## src/rtl/l2s_pkg.sv

```systemverilog
package l2s_pkg;
  localparam int DEF_NUM_REGS = 4;
  localparam int DEF_REG_W    = 8;
  localparam int DEF_NUM_FAIR = 2;
endpackage

```

## src/rtl/l2s_snapshot_ctrl.sv

```systemverilog
module l2s_snapshot_ctrl (
  input  logic clk,
  input  logic rst,
  input  logic oracle_i,
  output logic armed_o,
  output logic capture_o,
  output logic in_loop_o
);
  logic armed_q;

  always_ff @(posedge clk) begin
    if (rst) armed_q <= 1'b0;
    else     armed_q <= armed_q | oracle_i;
  end

  assign capture_o = oracle_i & ~armed_q;
  assign in_loop_o = capture_o | armed_q;
  assign armed_o   = armed_q;
endmodule

```

## src/rtl/l2s_shadow_bank.sv

```systemverilog
module l2s_shadow_bank #(
  parameter int NUM_REGS = 4,
  parameter int REG_W    = 8,
  localparam int VEC_W   = NUM_REGS * REG_W
) (
  input  logic                clk,
  input  logic                rst,
  input  logic                capture_i,
  input  logic [VEC_W-1:0]    state_i,
  output logic [NUM_REGS-1:0] match_o
);
  for (genvar k = 0; k < NUM_REGS; k++) begin : g_word
    logic [REG_W-1:0] copy_q;
    logic [REG_W-1:0] live;

    assign live = state_i[k*REG_W +: REG_W];

    always_ff @(posedge clk) begin
      if (rst)            copy_q <= '0;
      else if (capture_i) copy_q <= live;
    end

    assign match_o[k] = (live == copy_q);
  end
endmodule

```

## src/rtl/l2s_sticky_flags.sv

```systemverilog
module l2s_sticky_flags #(
  parameter int NUM_FAIR = 2
) (
  input  logic                clk,
  input  logic                rst,
  input  logic                in_loop_i,
  input  logic [NUM_FAIR-1:0] fair_i,
  input  logic                prop_i,
  output logic [NUM_FAIR-1:0] fair_seen_o,
  output logic                prop_fell_o
);
  for (genvar j = 0; j < NUM_FAIR; j++) begin : g_fair
    logic seen_q;
    always_ff @(posedge clk) begin
      if (rst) seen_q <= 1'b0;
      else     seen_q <= seen_q | (fair_i[j] & in_loop_i);
    end
    assign fair_seen_o[j] = seen_q;
  end

  logic fell_q;
  always_ff @(posedge clk) begin
    if (rst) fell_q <= 1'b0;
    else     fell_q <= fell_q | ~prop_i;
  end
  assign prop_fell_o = fell_q;
endmodule

```

## src/rtl/l2s_loop_monitor.sv

```systemverilog
module l2s_loop_monitor #(
  parameter int NUM_REGS = l2s_pkg::DEF_NUM_REGS,
  parameter int REG_W    = l2s_pkg::DEF_REG_W,
  parameter int NUM_FAIR = l2s_pkg::DEF_NUM_FAIR,
  localparam int VEC_W   = NUM_REGS * REG_W
) (
  input  logic                clk,
  input  logic                rst,
  input  logic [VEC_W-1:0]    state_i,
  input  logic                oracle_i,
  input  logic                prop_i,
  input  logic [NUM_FAIR-1:0] fair_i,
  output logic                witness_o
);
  logic                armed;
  logic                capture;
  logic                in_loop;
  logic [NUM_REGS-1:0] match;
  logic [NUM_FAIR-1:0] fair_seen;
  logic                prop_fell;
  logic                loop_closed;
  logic                witness_d;
  logic                witness_q;

  l2s_snapshot_ctrl u_ctrl (
    .clk       (clk),
    .rst       (rst),
    .oracle_i  (oracle_i),
    .armed_o   (armed),
    .capture_o (capture),
    .in_loop_o (in_loop)
  );

  l2s_shadow_bank #(
    .NUM_REGS (NUM_REGS),
    .REG_W    (REG_W)
  ) u_bank (
    .clk       (clk),
    .rst       (rst),
    .capture_i (capture),
    .state_i   (state_i),
    .match_o   (match)
  );

  l2s_sticky_flags #(
    .NUM_FAIR (NUM_FAIR)
  ) u_flags (
    .clk         (clk),
    .rst         (rst),
    .in_loop_i   (in_loop),
    .fair_i      (fair_i),
    .prop_i      (prop_i),
    .fair_seen_o (fair_seen),
    .prop_fell_o (prop_fell)
  );

  assign loop_closed = armed & (&match);
  assign witness_d   = loop_closed & prop_i & ~prop_fell & (&fair_seen);

  always_ff @(posedge clk) begin
    if (rst) witness_q <= 1'b0;
    else     witness_q <= witness_d;
  end

  assign witness_o = witness_q;
endmodule

```

## config.mk

```make
export PLATFORM = sky130hd
export DESIGN_NAME = l2s_loop_monitor
export DESIGN_NICKNAME = d
export VERILOG_FILES = /design/src/rtl/l2s_pkg.sv /design/src/rtl/l2s_snapshot_ctrl.sv /design/src/rtl/l2s_shadow_bank.sv /design/src/rtl/l2s_sticky_flags.sv /design/src/rtl/l2s_loop_monitor.sv
export SDC_FILE = /design/constraint.sdc
export NUM_CORES = 1
export LEC_CHECK = 0
export CAP_MARGIN = 20
export CORE_UTILIZATION = 44
export CTS_CLUSTER_SIZE = 10
export DETAILED_ROUTE_END_ITERATION = 10
export PLACE_DENSITY = 0.83
export REMOVE_ABC_BUFFERS = 1
export SLEW_MARGIN = 40
export SYNTH_ARGS = -nofsm -noshare
export SYNTH_HDL_FRONTEND = slang
export SYNTH_HIERARCHICAL = 1
export SYNTH_SLANG_ARGS = --single-unit
export TNS_END_PERCENT = 10
```

## constraint.sdc

```tcl
create_clock -name clk -period 1.14 [get_ports clk]
set_clock_uncertainty 0.05 [all_clocks]
set_input_delay 0.342 -clock clk [delete_from_list [all_inputs] [get_ports clk]]
set_output_delay 0.342 -clock clk [all_outputs]
set_load 0.005 [all_outputs]
```

==> results.md <==
- Min setup slack post-route: -110 ps
- Slew headroom: 85.0%
- Max Freq: 0.800 GHz
- Final instance area: 2210 sq um
- Clock-pin slew on the worst setup and hold paths: 70 ps
- Leakage power: 0.896 nW
- Nets: 251
- R2r endpoint: u_bank/g_word[0].copy_q[7]$_SDFFE_PP0P_
- Detailed Route Iter0 Violations: 37
- Num rows: 22
- Routed via count: 1244
- Tightest Pin Transition: 224 ps
- Sequential fraction of design power: 51.5%
- Int Pwr: 0.00208 W
- Ys Warns: 6
- Non-Filler Instances: 262
- Total CTS buffers: 5
- Ant diodes: 0
- Max Cap Violations: 0
- Later-pin clock latency in the skew report: 290 ps
- Sequential element share of the synthesized area: 43.4%
- Critical path endpoint category: flop
- CTS Root Buffer Type: clkbuf_8
- Startpoint Class: flop
- Hold Path Depth: 1
- TNS Setup: -1250 ps
- Ratio of cells with drive above 1 in the final layout: 12.1%
- Area of placed instances: 2150 sq um
- Final setup viols: 33
- Min cycle time layout: 1250 ps
- Chip height: 64.3 um
- CTS Sinks: 37
- Initial Util: 46.3%
- Port bufs: 38
- Clk pwr share: 31.1%
- Sw Pwr: 0.000680 W
- Overall power: 0.00276 W
- Area leader, netlist: dfxtp_1
- Area of the mapped netlist: 1710 sq um
- Final Hold Fails: 0
- Vias in the first global route: 1225
- Initial antenna violation count: 0
- RSZ-0062 raised after global routing: yes
- TritonRoute pass-1 iters: 4
- Seq cells post-synth: 37
- First-pass GRT wire length: 5070 um
- Placer Congestion: 0.744
- Post-cts hold buffer count: 0
- WP data arrival: 1380 ps
- I/O pins: 39
- Outcome: finished, violations left
- Hold/Removal Path Class: reg -> reg
- Synth area leaders: dfxtp_1, mux2i_1, xnor2_1, nor2_1, buf_12
- Worst setup path class: reg -> reg
- TritonCTS clock tree: yes
- Remaining Overflow, GRT: 0
- Max Root-Sink Buffers: 2
- Worst Path Required: 1270 ps
- Place WS: -565 ps
- DR vias/cell: 4.75
- Distinct cells, synth: 16
- Synth Instances: 167
- Slew Limit Fails: 0
- H-tree depth: 2
- Total power density per cell area: 1250 nW/um^2
- CP startpoint: u_ctrl/armed_o$_SDFF_PP0_
- Worst-path fanout max: 6
- Post-DRT Antenna Nets: 0
- Layout area overhead: 29.4%
- Hold Path Origin: u_flags/prop_fell_o$_SDFF_PP0_
- Setup slack, reg-to-reg: -110 ps
- Gate power share: 17.4%
- Maximum vdd drop: 731 uV
- Drt drc: 0
- Gr usage total: 16.1%
- R2R Path Start: u_ctrl/armed_o$_SDFF_PP0_
- Core area: 3690 sq um
- Failing checks: setup timing
- Synth top area share: 43.4%
- Die area: 4130 sq um
- Sw Ratio: 24.6%
- Dpl hpwl: 2180 um
- Die X: 64.3 um
- WL final: 3000 um
- Period utilization: 110%
- Worst R2R Path Depth: 5
- WL per Instance: 11.5 um
- Syn Area/Cell: 10.2 sq um
- Largest net degree at the start of global routing: 19
- Hold endpoint: witness_o$_SDFF_PP0_
- Placed insts: 252
==> cell usage after synthesis <==
| cell type | number |
|---|---|
| buf_6 | 1 |
| o21ba_2 | 1 |
| xnor2_1 | 32 |
| nor4_2 | 1 |
| buf_4 | 2 |
| mux2i_1 | 32 |
| buf_12 | 3 |
| clkbuf_1 | 3 |
| nand4_1 | 9 |
| and2b_2 | 1 |
| a21oi_1 | 3 |
| inv_1 | 2 |
| nor2_1 | 38 |
| dfxtp_1 | 37 |
| or2_1 | 1 |
| nand4b_1 | 1 |
==> critical path, cell delays in order (launching register included) <==
cell and delay [ps]:
dfxtp_2 320, and2b_4 290, buf_6 110, buf_12 110, mux2i_1 210, nor2_1 50
==> registers in the layout, indices dropped and copies added, names as in the netlist <==
| name | flops |
|---|---|
| u_bank/g_word.copy_q | 32 |
| u_ctrl/armed_o | 1 |
| u_flags/g_fair.seen_q | 2 |
| u_flags/prop_fell_o | 1 |
| witness_o | 1 |
==> cells in the final DEF, fill, tap and decap left out, drive strengths merged <==
| cell type | synthesis | final |
|---|---|---|
| or2 | 1 | 1 |
| dfxtp | 37 | 37 |
| buf | 6 | 11 |
| o21ba | 1 | 1 |
| nand4 | 9 | 9 |
| dlymetal6s2s | 0 | 1 |
| xnor2 | 32 | 32 |
| clkdlybuf4s50 | 0 | 3 |
| clkinv | 0 | 2 |
| and2b | 1 | 1 |
| nor2 | 38 | 38 |
| clkbuf | 3 | 6 |
| dlygate4sd2 | 0 | 33 |
| a21oi | 3 | 3 |
| nor4 | 1 | 1 |
| inv | 2 | 2 |
| nand4b | 1 | 1 |
| mux2i | 32 | 32 |
==> cells by family (layout without fill, tap and decap cells) <==
group                     Yosys count  count (layout)  share of synthesized area, %
xor gates and xnor gates           32              32                          16.4
and+or+nand+nor                    51              51                          13.8
AOI/OAI and AO/OA                   4               4                          1.47
muxes                              32              32                          18.8
DFF                                37              37                          43.4
buffers and inverters              11              58                          6.16
==> metrics by stage <==
step / util, % / hold slack, ps
6_report: 59.9 / 384
3_3_place_gp: 58.2 / 370
2_1_floorplan: - / 361
3_5_place_dp: 58.2 / 376
5_1_grt: 59.9 / 403
4_1_cts: 61.0 / 386
==> per-layer routing <==
layer	wire length, um	GRT usage [%]
met1	1390	18.9
met3	128	4.46
met4	29	5.83
met2	1450	27.9
met5	0	0
==> power groups by stage <==
stage | logic, W | clock network (W) | registers [W]
6_report | 0.000479 | 0.000858 | 0.00142
5_1_grt | 0.000531 | 0.000948 | 0.00143
4_1_cts | 0.000510 | 0.000901 | 0.00142
3_5_place_dp | 0.000517 | 0 | 0.00145
3_3_place_gp | 0.000510 | 0 | 0.00145
2_1_floorplan | 0.000264 | 0 | 0.00144
==> worst max path at each step <==
stage,end,depth (start not counted)
after floorplan,u_bank/g_word[0].copy_q[0]$_SDFFE_PP0P_,3
after global placement,witness_o$_SDFF_PP0_,6
after detailed placement,witness_o$_SDFF_PP0_,6
after CTS,u_bank/g_word[0].copy_q[7]$_SDFFE_PP0P_,5
after global routing,witness_o$_SDFF_PP0_,5
final,u_bank/g_word[0].copy_q[7]$_SDFFE_PP0P_,5
==> repair_timing <==
action,CTS,global route
endpoints found under the hold margin,0,0
resized for setup,44,4
gates cloned,1,0
setup endpoints to repair,36,34
pin swaps,14,10
setup buffers,3,0
==> layout make-up <==
cell class,count,area (sq um)
fillers,350,1480
well taps,48,60.1
inverters,2,7.51
repair buffers,48,448
clock buffers,6,72.6
flip-flops and latches,37,746
multi-input cells,119,865
clock inverters,2,10.0
No activity file was read; power rests on OpenSTA's default activity.
